**config.mk**
```make
export PLATFORM = sky130hd
export DESIGN_NAME = hbridge_guard
export DESIGN_NICKNAME = d
export VERILOG_FILES = /design/src/rtl/hbg_pkg.sv /design/src/rtl/hbg_sync.sv /design/src/rtl/hbg_switch_cut.sv /design/src/rtl/hbg_fault_core.sv /design/src/rtl/hbridge_guard.sv
export SDC_FILE = /design/constraint.sdc
export NUM_CORES = 1
export LEC_CHECK = 0
export ABC_CLOCK_PERIOD_IN_PS = 1400
export BUFFER_PORTS_ARGS = -buffer_cell sky130_fd_sc_hd__buf_2
export CORE_ASPECT_RATIO = 1.5
export CORE_MARGIN = 1.5
export CORE_UTILIZATION = 53
export DETAILED_ROUTE_END_ITERATION = 12
export PLACE_DENSITY_LB_ADDON = 0.3
export SETUP_SLACK_MARGIN = 0.5
export SLEW_MARGIN = 10
export SYNTH_ARGS = -nofsm -noshare
export SYNTH_HDL_FRONTEND = slang
export SYNTH_SLANG_ARGS = --single-unit
```
**constraint.sdc**
```tcl
create_clock -name clk -period 1.4 [get_ports clk]
set_clock_uncertainty 0.1 [all_clocks]
set_input_delay 0.21 -clock clk [delete_from_list [all_inputs] [get_ports clk]]
set_output_delay 0.21 -clock clk [all_outputs]
set_load 0.005 [all_outputs]
```
**src/rtl/hbg_pkg.sv**
```systemverilog
// Package: shared constants for the H-bridge guard.
// Assumes the register word is at least four bits wide.
package hbg_pkg;
    localparam int CTRL_EN_BIT = 0;   // bridge enable
    localparam int CTRL_IE_BIT = 1;   // interrupt enable
    localparam int STAT_SC_BIT = 2;   // short-circuit flag (read-only)
    localparam int STAT_OT_BIT = 3;   // overtemperature flag (read-only)

    typedef struct packed {
        logic ie;
        logic en;
    } hbg_ctrl_t;
endpackage

```
**src/rtl/hbg_sync.sv**
```systemverilog
// Module: hbg_sync
// Two-stage synchroniser for a vector of asynchronous inputs.
// Assumes each bit is independent, so no multi-bit coherence is needed.
module hbg_sync #(
    parameter int W = 1
) (
    input  logic         clk,
    input  logic         rst_n,
    input  logic [W-1:0] async_i,
    output logic [W-1:0] sync_o
);
    logic [W-1:0] stage1_q;
    logic [W-1:0] stage2_q;

    // Purpose: shift the raw inputs through two flip-flops.
    always_ff @(posedge clk) begin
        if (!rst_n) begin
            stage1_q <= '0;
            stage2_q <= '0;
        end else begin
            stage1_q <= async_i;
            stage2_q <= stage1_q;
        end
    end

    assign sync_o = stage2_q;
endmodule

```
**src/rtl/hbg_switch_cut.sv**
```systemverilog
// Module: hbg_switch_cut
// Per-switch overcurrent latch and cut-off delay counter.
// Assumes arm_i is the next-cycle enable; dropping it clears the latch.
// cut_o rises DELAY edges after the edge that latched the detector.
module hbg_switch_cut #(
    parameter int DELAY = 4
) (
    input  logic clk,
    input  logic rst_n,
    input  logic arm_i,
    input  logic det_i,
    output logic cut_o
);
    localparam int CW = $clog2(DELAY + 1);
    localparam logic [CW-1:0] CNT_MAX = CW'(DELAY);

    logic          hit_q;
    logic          hit_nx;
    logic [CW-1:0] cnt_q;

    // Purpose: next state of the per-switch latch.
    always_comb begin
        hit_nx = arm_i & (hit_q | det_i);
    end

    // Purpose: latch the detector and count towards the cut-off.
    always_ff @(posedge clk) begin
        if (!rst_n) begin
            hit_q <= 1'b0;
            cnt_q <= '0;
        end else begin
            hit_q <= hit_nx;
            if (!hit_nx) begin
                cnt_q <= '0;
            end else if (hit_q && (cnt_q < CNT_MAX)) begin
                cnt_q <= cnt_q + 1'b1;
            end
        end
    end

    assign cut_o = hit_q && (cnt_q == CNT_MAX);

    AST_CUT_AFTER_HIT: assert property (@(posedge clk) disable iff (!rst_n)
        $rose(cut_o) |-> $past(hit_q));
    AST_CNT_IDLE_ZERO: assert property (@(posedge clk) disable iff (!rst_n)
        !hit_q |-> (cnt_q == '0));
endmodule

```
**src/rtl/hbg_fault_core.sv**
```systemverilog
// Module: hbg_fault_core
// Control register, sticky fault flags and interrupt request.
// Assumes the detector inputs are already synchronised.
// Clearing enable is the single clear for both flags and the request.
module hbg_fault_core #(
    parameter int N_SW = 4
) (
    input  logic            clk,
    input  logic            rst_n,
    input  logic            wr_valid_i,
    input  hbg_pkg::hbg_ctrl_t wr_ctrl_i,
    input  logic [N_SW-1:0] oc_s_i,
    input  logic            ot_s_i,
    output logic            en_nx_o,
    output hbg_pkg::hbg_ctrl_t ctrl_o,
    output logic            sc_o,
    output logic            ot_o,
    output logic            irq_o
);
    hbg_pkg::hbg_ctrl_t ctrl_q;
    hbg_pkg::hbg_ctrl_t ctrl_nx;
    logic sc_q, ot_q, irq_q;
    logic sc_prev_q, ot_prev_q, ie_prev_q;
    logic irq_event;

    // Purpose: next control word from a write or the held value.
    always_comb begin
        ctrl_nx = wr_valid_i ? wr_ctrl_i : ctrl_q;
    end

    // Purpose: detect a flag rising or interrupt enable rising over a set flag.
    always_comb begin
        irq_event = ctrl_q.ie &
                    ((sc_q & ~sc_prev_q) |
                     (ot_q & ~ot_prev_q) |
                     (~ie_prev_q & (sc_q | ot_q)));
    end

    // Purpose: hold the control word, the sticky flags and the request.
    always_ff @(posedge clk) begin
        if (!rst_n) begin
            ctrl_q    <= '0;
            sc_q      <= 1'b0;
            ot_q      <= 1'b0;
            irq_q     <= 1'b0;
            sc_prev_q <= 1'b0;
            ot_prev_q <= 1'b0;
            ie_prev_q <= 1'b0;
        end else begin
            ctrl_q    <= ctrl_nx;
            sc_q      <= ctrl_nx.en & (sc_q | (|oc_s_i));
            ot_q      <= ctrl_nx.en & (ot_q | ot_s_i);
            irq_q     <= ctrl_nx.en & (irq_q | irq_event);
            sc_prev_q <= sc_q;
            ot_prev_q <= ot_q;
            ie_prev_q <= ctrl_q.ie;
        end
    end

    assign en_nx_o = ctrl_nx.en;
    assign ctrl_o  = ctrl_q;
    assign sc_o    = sc_q;
    assign ot_o    = ot_q;
    assign irq_o   = irq_q;

    AST_IRQ_NEEDS_FLAG: assert property (@(posedge clk) disable iff (!rst_n)
        $rose(irq_q) |-> $past(sc_q | ot_q));
    AST_FLAG_FALL_DISABLED: assert property (@(posedge clk) disable iff (!rst_n)
        ($fell(sc_q) || $fell(ot_q)) |-> !ctrl_q.en);
    AST_IRQ_FALL_DISABLED: assert property (@(posedge clk) disable iff (!rst_n)
        $fell(irq_q) |-> !ctrl_q.en);
endmodule

```
**src/rtl/hbridge_guard.sv**
```systemverilog
// Module: hbridge_guard (top)
// Fault latch and interrupt controller for a four-switch H-bridge.
// Assumes drv_req comes from the mode/PWM mapping logic, already in
// this clock domain. Detector lines are asynchronous.
module hbridge_guard #(
    parameter int N_SW      = 4,
    parameter int CUT_DELAY = 4,
    parameter int REG_W     = 4
) (
    input  logic             clk,
    input  logic             rst_n,
    input  logic             wr_valid,
    input  logic [REG_W-1:0] wr_data,
    output logic [REG_W-1:0] rd_data,
    input  logic [N_SW-1:0]  oc_det,
    input  logic             ot_det,
    input  logic [N_SW-1:0]  drv_req,
    output logic [N_SW-1:0]  drv_o,
    output logic             irq_o
);
    localparam int SYNC_W = N_SW + 1;

    logic [SYNC_W-1:0]  det_s;
    logic [N_SW-1:0]    cut;
    logic               en_nx;
    hbg_pkg::hbg_ctrl_t wr_ctrl;
    hbg_pkg::hbg_ctrl_t ctrl;
    logic               sc_flag, ot_flag;
    logic               unused_wr_hi;

    assign wr_ctrl.en   = wr_data[hbg_pkg::CTRL_EN_BIT];
    assign wr_ctrl.ie   = wr_data[hbg_pkg::CTRL_IE_BIT];
    assign unused_wr_hi = ^wr_data[REG_W-1:2];

    hbg_sync #(.W(SYNC_W)) u_sync (
        .clk     (clk),
        .rst_n   (rst_n),
        .async_i ({ot_det, oc_det}),
        .sync_o  (det_s)
    );

    hbg_fault_core #(.N_SW(N_SW)) u_core (
        .clk        (clk),
        .rst_n      (rst_n),
        .wr_valid_i (wr_valid),
        .wr_ctrl_i  (wr_ctrl),
        .oc_s_i     (det_s[N_SW-1:0]),
        .ot_s_i     (det_s[N_SW]),
        .en_nx_o    (en_nx),
        .ctrl_o     (ctrl),
        .sc_o       (sc_flag),
        .ot_o       (ot_flag),
        .irq_o      (irq_o)
    );

    for (genvar i = 0; i < N_SW; i++) begin : g_sw
        hbg_switch_cut #(.DELAY(CUT_DELAY)) u_cut (
            .clk   (clk),
            .rst_n (rst_n),
            .arm_i (en_nx),
            .det_i (det_s[i]),
            .cut_o (cut[i])
        );
    end

    // Purpose: gate the requested drives by enable and the fault state.
    always_comb begin
        drv_o = drv_req & ~cut & {N_SW{ctrl.en & ~ot_flag}};
    end

    // Purpose: assemble the readback word.
    always_comb begin
        rd_data = '0;
        rd_data[hbg_pkg::CTRL_EN_BIT] = ctrl.en;
        rd_data[hbg_pkg::CTRL_IE_BIT] = ctrl.ie;
        rd_data[hbg_pkg::STAT_SC_BIT] = sc_flag;
        rd_data[hbg_pkg::STAT_OT_BIT] = ot_flag;
    end

    AST_OT_ALL_OFF: assert property (@(posedge clk) disable iff (!rst_n)
        ot_flag |-> (drv_o == '0));
    AST_DISABLED_QUIET: assert property (@(posedge clk) disable iff (!rst_n)
        !ctrl.en |-> ((drv_o == '0) && !irq_o && !sc_flag && !ot_flag));
endmodule

```
# == Word level (Yosys, flattened, before mapping) ==
# Cells that the tools add are included.
# totals
output_inout_bits,9
regBits,34
in_bits,16
elab_cells,73
# op_classes
mux,1
eq_ne,4
order_cmp,4
n_bitwise,29
n_addsub,4
n_reduce_logical,13
# op_table
op,count
$add A3 B1 Y3 const B,4
$and A1 B1 Y1,12
$eq A3 B3 Y1 const B,4
$lt A3 B3 Y1 const B,4
$or A1 B1 Y1,10
$and A4 B4 Y4,2
$logic_and A1 B1 Y1,8
$reduce_and A2 Y1,4
$not A1 Y1,4
$not A4 Y4,1
$reduce_or A4 Y1,1
$mux W1,1

# == Longest topological paths before layout ==
# Gate-level depths: netlist (run 1).
# logic_depth
word_depth,7
mapped_depth,4

# == Cells and area by module ==
# From an unflattened synthesis (run 1), not the netlist that was laid out.
# unflattened
hier_cells,124
area_unflattened_um2,1325.0
# by_module_without_submodules
mod,area_each_um2,seq_area_each_um2,instances,cells_per_inst
hbg_switch_cut,180.2,80.1,4,18
hbg_fault_core,276.5,160.2,1,26
hbg_sync,262.8,200.2,1,20
hbridge_guard,65.1,0.0,1,6

# == Worst setup path after synthesis (run 1) ==
# OpenSTA, ideal clock, no wires.
# synth_path
path_type,reg2reg
from,register g_sw[2].u_cut.hit_q
to,register g_sw[2].u_cut.cnt_q[1]
path_buffers,0
setup_slack_ns,0.268
stages_incl_launch_ff,4
arrival_time_ns,0.916
cell_sequence,dfxtp_1 > mux2_2 > a32oi_1 > nor2_1
# synth_between
elab_chain_len,3
elab_cells_between_ends,4
# synth_rtl
item,line,source
"start, declared",hbg_switch_cut.sv:17,logic hit_q;
"start signal, assigned",hbg_switch_cut.sv:32,hit_q <= hit_nx;
$or A1 B1 Y1,hbg_switch_cut.sv:23,hit_nx = arm_i & (hit_q | det_i);
$and A1 B1 Y1,hbg_switch_cut.sv:23,
$reduce_and A2 Y1 (no source line),--,
"end signal, assigned",hbg_switch_cut.sv:36,cnt_q <= cnt_q + 1'b1;
"end, declared",hbg_switch_cut.sv:19,logic [CW-1:0] cnt_q;
# Parallel ways exist; a longest one is shown, timed or not.
# A chain may end at the register's enable or synchronous reset.

# == Worst setup path in the final report (run 1) ==
# layout_path
from,"register u_core.ctrl_q, in the netlist u_core.ctrl_o[0]"
to,output port drv_o[3]
# layout_between
elab_chain_len,2
# layout_rtl
item,line,source
"start, declared",hbg_fault_core.sv:20,hbg_pkg::hbg_ctrl_t ctrl_q;
"start signal, assigned",hbg_fault_core.sv:50,ctrl_q <= ctrl_nx;
$and A1 B1 Y1,hbridge_guard.sv:68,drv_o = drv_req & ~cut & {N_SW{ctrl.en & ~ot_flag}};
$and A4 B4 Y4,hbridge_guard.sv:68,
"end, declared",hbridge_guard.sv:18,"output logic [N_SW-1:0] drv_o,"
# Every way passes these cells.

==> flow_metrics.tcl, run 1 <==
set metrics [dict create \
    leakagePower_nw 0.728 \
    cp_num_buf_inv 1 \
    rsz0062_at_grt "true" \
    track_usage 0.225 \
    critPathCaptureType "output port" \
    finalNonFillerCells 204 \
    finalHoldViolCount 0 \
    cts_buffers 5 \
    cts_tree "done" \
    hold_class "in -> reg" \
    finish.utilization 0.754 \
    first_global_vias 1121 \
    fin_crit_sh 1.07 \
    finalWorstSetupSlack_ps -102 \
    antenna_left 0 \
    wl_per_cell_um 13.7 \
    ios 25 \
    clkSinkCount 34 \
    critPathMaxStageDelay_ps 330 \
    ys_seq_area_frac 0.512 \
    core-area_um2 2420 \
    fill_cells 170 \
    antenna_found_initial 0 \
    synth_seq_cells 34 \
    place_hpwl_um 1680 \
    crit_path_top_delay_cell "dfxtp_2" \
    root_buffer "clkbuf_4" \
    cts_max_level 2 \
    syn-cell-area_um2 1330 \
    multi_input_area_um2 754 \
    maxSlewHeadroom 0.668 \
    ys.warnings.count 0 \
    vias 1075 \
    num_antenna_cells 0 \
    max_freq_mhz 666 \
    crit_family "flip-flops" \
    synthDistinctLibCells 21 \
    cts_max_path_buffers 2 \
    port_buffers 22 \
    total_power_mw 1.66 \
    outcome "finished, violations left" \
    crit_type "reg -> out" \
    gp_congestion 0.760 \
    grt_pass1_wl_um 4580 \
    ir_worst_vdd_mv 0.896 \
    worst-endpoint-required_ps 1090 \
    critPathLaunchType "register" \
    finalSetupTns_ps -333 \
    die_w_um 43.9 \
    crit_arrival_ps 1190 \
    grt_start_max_net_pins 19 \
    drive_above_1_share 0.506 \
    start_util 0.549 \
    fin_crit_ps 1500 \
    via_per_inst 5.27 \
    powerDensity_nw_per_um2 911 \
    violations "setup timing" \
    pre_cts_ws_ps 216 \
    placedCellCount 181 \
    layout.nets 203 \
    grt_overflow 0 \
    setup_viol 4 \
    ff_latch_area_um2 714 \
    drt-total-wl_um 2800 \
    drc 0 \
    fp-row-count 22 \
    clk_latency_ps 340 \
    slew_viol_final 0 \
    drtIter0Drc 22 \
    max_cap_violations 0 \
    path_cells "nor2b_4 -> nand2_1 -> a31oi_1 -> buf_2" \
    clk_pin_slew_ps 90 \
    postSynthAreaPerCell_um2 9.49 \
    dieArea_um2 2820 \
    firstDrtPassIters 4 \
    syn_inst 140 \
    worst_pin_slew_ps 498 \
    die_h_um 64.3 \
    crit_path_max_fanout 4 \
    syn2layout_area_growth_pct 37.4 \
    syn_nets 164 \
]
## stage by stage
step                area, um2  hold WS (ps)
floorplan                1440           232
global placement         1530           314
detailed placement       1530           318
CTS                      1760          51.7
global route             1830          72.9
finish                   1830          58.0
## worst paths after layout
| kind | start | endpoint | slack [ps] | cells after the start |
|---|---|---|---|---|
| hold reg to reg | u_sync.stage1_q[0]$_SDFF_PN0_ | u_sync.sync_o[0]$_SDFF_PN0_ | 330 | 1 |
| setup reg to reg | u_core.ctrl_o[0]$_SDFF_PN0_ | u_core.sc_o$_SDFF_PN0_ | 190 | 4 |
| setup / recovery | u_core.ctrl_o[0]$_SDFF_PN0_ | drv_o[3] | -100 | 4 |
| hold / removal | wr_data[1] | u_core.ctrl_o[1]$_SDFFE_PN0P_ | 60 | 3 |
## cells in the final DEF, fill, tap and decap left out
cell           netlist  layout
buf_2                0      20
dfxtp_1             34      17
and2_1              13      12
dfxtp_2              0      12
nand2_1             11      10
nor2_2               0      10
nor2_1              20      10
inv_1               13       7
inv_2                0       6
buf_4                3       6
mux2_4               0       5
a21oi_2              0       5
clkbuf_4             0       5
dfxtp_4              0       5
dlygate4sd3_1        0       5
a31oi_1              4       4
nor3b_1              4       4
a21oi_1              9       4
o21ai_0              4       4
ha_1                 8       4
nand2_8              0       3
ha_2                 0       3
clkbuf_1             1       3
buf_6                1       3
a32oi_1              4       2
a32oi_2              0       2
nor2b_4              0       1
and2_4               0       1
a221oi_4             0       1
nor3_4               1       1
nor3_1               1       1
mux2i_1              1       1
nor2b_1              2       1
ha_4                 0       1
nand2_4              0       1
## worst reg2reg max path, stage by stage (launching register included)
cell	delay (ps)
dfxtp_2	330
buf_4	130
mux2_4	370
nand2_4	140
a21oi_2	50
## flip-flops by register name, summed over array words and instances (netlist names)
register          count
u_core.sc_o           1
u_core.ie_prev_q      1
u_core.sc_prev_q      1
u_sync.stage1_q       5
g_sw.u_cut.cnt_q     12
u_core.irq_o          1
g_sw.u_cut.hit_q      4
u_sync.sync_o         5
u_core.ctrl_o         2
u_core.ot_o           1
u_core.ot_prev_q      1
## repair_timing
| item | CTS | global route |
|---|---|---|
| gates cloned | 3 | 0 |
| buffers inserted | 6 | 1 |
| hold endpoints to repair | 5 | 0 |
| pin swaps | 6 | 2 |
| hold buffers | 5 | 0 |
| setup endpoints to repair | 29 | 29 |
| resized for setup | 14 | 13 |
## where the power goes
group / leakage (nW) / internal, mW / switching (mW)
registers: 0.287 / 0.983 / 0.0154
clock network: 0.0265 / 0.200 / 0.300
logic: 0.415 / 0.0815 / 0.0827
## metal layers
metal | vias up | wire length (um) | track usage
met1 | 507 | 1050 | 0.211
met5 | - | 0 | 0
li1 | 542 | - | -
met2 | 21 | 1590 | 0.417
met3 | 5 | 100 | 0.0706
met4 | 0 | 59 | 0.102
## final cells by class
type	count	area share
tap	24	0.0164
inverter	13	0.0267
clock buffer	8	0.0267
sequential	34	0.391
multi-input combinational	91	0.413
timing repair buffer	34	0.125
## cell usage after synthesis
library cell / count / share of area
nand2_1: 11 / 0.031
nor3_4: 1 / 0.012
a31oi_1: 4 / 0.019
nor3b_1: 4 / 0.023
buf_4: 3 / 0.017
nor3_1: 1 / 0.0038
a221oi_1: 1 / 0.0066
nor2b_1: 2 / 0.0094
a32oi_1: 4 / 0.026
a21oi_1: 9 / 0.034
o21ai_0: 4 / 0.015
mux2i_1: 1 / 0.0075
mux2_1: 1 / 0.0085
ha_1: 8 / 0.075
and2_1: 13 / 0.061
nor2_1: 20 / 0.056
buf_6: 1 / 0.0085
clkbuf_1: 1 / 0.0028
inv_1: 13 / 0.037
dfxtp_1: 34 / 0.51
mux2_2: 4 / 0.034
## logic make-up (layout without fill, tap and decap cells)
| logic type | count (synthesis) | count (layout) | share of synthesized area |
|---|---|---|---|
| adders and majority gates | 8 | 8 | 0.0753 |
| buffers and inverters | 18 | 55 | 0.0650 |
| AOI/OAI and AO/OA | 22 | 22 | 0.101 |
| DFF | 34 | 34 | 0.512 |
| and+or+nand+nor | 52 | 55 | 0.197 |
| muxes | 6 | 6 | 0.0499 |
No activity file was read; power rests on OpenSTA's default activity.
==> run 2: changes to the inputs <==
--- a/config.mk
+++ b/config.mk
@@ -11,8 +11,9 @@
 export CORE_MARGIN = 1.5
 export CORE_UTILIZATION = 53
 export DETAILED_ROUTE_END_ITERATION = 12
-export PLACE_DENSITY_LB_ADDON = 0.3
+export PLACE_DENSITY = 0.78
 export SETUP_SLACK_MARGIN = 0.5
+export SKIP_LAST_GASP = 1
 export SLEW_MARGIN = 10
 export SYNTH_ARGS = -nofsm -noshare
 export SYNTH_HDL_FRONTEND = slang
==> flow_metrics.tcl, run 2 (same netlist as run 1, synthesis figures left out) <==
set metrics [dict create \
    largest_reg_flops 12 \
    worst-endpoint-required_ps 1090 \
    start_util 0.549 \
    layout_common_cells "buf_2 (21), dfxtp_1 (18), and2_1 (13)" \
    gp_congestion 0.747 \
    crit_path_max_fanout 4 \
    place_hpwl_um 1630 \
    finalWorstSetupSlack_ps -130 \
    violations "setup timing" \
    ff_latch_area_um2 713 \
    max_cap_violations 0 \
    die_w_um 43.9 \
    reg2reg_depth 5 \
    dieArea_um2 2820 \
    crit_arrival_ps 1220 \
    clk_latency_ps 330 \
    cts_buffers 5 \
    via_per_inst 5.22 \
    drtIter0Drc 15 \
    grt_pass1_wl_um 4370 \
    antenna_left 0 \
    port_buffers 22 \
    maxSlewHeadroom 0.672 \
    drt-total-wl_um 2700 \
    final_common_cell "buf_2" \
    setup_viol 4 \
    antenna_found_initial 0 \
    die_h_um 64.3 \
    placedCellCount 181 \
    finish.utilization 0.753 \
    grt_start_max_net_pins 19 \
    worstReg2RegEnd "g_sw[1].u_cut.cnt_q[1]$_SDFFE_PN0P_" \
    max_freq_mhz 654 \
    worst_pin_slew_ps 492 \
    grt_overflow 0 \
    finalHoldViolCount 0 \
    reg2reg_from "u_core.ctrl_o[0]$_SDFF_PN0_" \
    cts_max_level 2 \
    ir_worst_vdd_mv 0.846 \
    outcome "finished, violations left" \
    fill_cells 159 \
    cts_tree "done" \
    vias 1065 \
    largest-register "g_sw.u_cut.cnt_q" \
    leakagePower_nw 0.729 \
    core-area_um2 2420 \
    fin_crit_ps 1530 \
    root_buffer "clkbuf_4" \
    min_to "u_core.ctrl_o[1]$_SDFFE_PN0P_" \
    slew_viol_final 0 \
    rsz0062_at_grt "true" \
    cts_max_path_buffers 2 \
    clkSinkCount 34 \
    powerDensity_nw_per_um2 940 \
    clk_pin_slew_ps 100 \
    fin_crit_sh 1.09 \
    multi_input_area_um2 749 \
    finalNonFillerCells 204 \
    drive_above_1_share 0.511 \
    ios 25 \
    hold_start "wr_data[1]" \
    layout.nets 203 \
    wl_per_cell_um 13.2 \
    regToRegSetupSlack_ps 70 \
    first_global_vias 1072 \
    track_usage 0.213 \
    crit_type "reg -> out" \
    hold_class "in -> reg" \
    critPathCaptureType "output port" \
    firstDrtPassIters 4 \
    worstHoldPathCells 3 \
    syn2layout_area_growth_pct 37.3 \
    fp-row-count 22 \
    critPathLaunchType "register" \
    num_antenna_cells 0 \
    drc 0 \
]
-- run 2: cell count changes in the layout (fill, tap and decap cells not counted), moves of 2 or more --
cell,delta
clkbuf_1,-2
nor2_2,-2
nor2_4,+3
a32oi_2,-2
a32oi_1,+2
-- run 2: layer usage --
metal,share of wire,up-vias,GRT usage
met1,0.39,493,0.206
met2,0.55,22,0.379
met4,0.021,0,0.136
met3,0.037,6,0.0565
li1,-,544,-
met5,0,-,0
-- run 2: worst max-delay path by stage --
| stage | startpoint | to | slack (ps) | cells after the start |
|---|---|---|---|---|
| floorplan | g_sw[2].u_cut.hit_q$_SDFF_PN0_ | g_sw[2].u_cut.cnt_q[1]$_SDFFE_PN0P_ | 350 | 3 |
| global placement | wr_valid | g_sw[3].u_cut.cnt_q[0]$_SDFFE_PN0P_ | 220 | 4 |
| detailed placement | wr_valid | g_sw[2].u_cut.cnt_q[0]$_SDFFE_PN0P_ | 190 | 4 |
| CTS | u_core.ot_o$_SDFF_PN0_ | drv_o[3] | -140 | 4 |
| global route | u_core.ot_o$_SDFF_PN0_ | drv_o[3] | -220 | 4 |
| finish | u_core.ctrl_o[0]$_SDFF_PN0_ | drv_o[3] | -130 | 4 |
-- run 2: metrics by stage --
step | hold WS [ps] | TNS (ps) | setup slack [ps] | instance area [um2] | total power, mW
after global placement | 316 | 0 | 218 | 1530 | 1.12
after CTS | 32.0 | -511 | -136 | 1780 | 1.72
after floorplan | 232 | 0 | 354 | 1440 | 1.09
after detailed placement | 318 | 0 | 191 | 1530 | 1.13
after global routing | 39.9 | -817 | -220 | 1820 | 1.79
final | 37.5 | -480 | -130 | 1820 | 1.72
-- run 2: layout make-up --
| type | instances | area share |
|---|---|---|
| clock buffers | 7 | 0.0302 |
| clock inverters | 1 | 0.00274 |
| inverters | 13 | 0.0267 |
| multi-input cells | 91 | 0.411 |
| flip-flops and latches | 34 | 0.391 |
| well taps | 24 | 0.0165 |
| repair buffers | 34 | 0.122 |
-- run 2: where the power goes --
| part | switching, mW | internal [mW] |
|---|---|---|
| Sequential | 0.0151 | 0.983 |
| Combinational | 0.0849 | 0.0818 |
| Clock | 0.307 | 0.243 |
-- run 2: repair_timing --
| item | CTS | global route |
|---|---|---|
| buffers inserted | 6 | 1 |
| hold endpoints to repair | 5 | 0 |
| cloned | 3 | 0 |
| pin swaps | 8 | 2 |
| gates resized for setup | 15 | 12 |
| hold buffers | 5 | 0 |
| endpoints found under the setup margin | 29 | 29 |
-- run 2: critical path, stage by stage (launching register included) --
cell,delay (ps)
dfxtp_2,340
nor2b_4,210
nand2_1,70
a31oi_1,140
buf_2,130
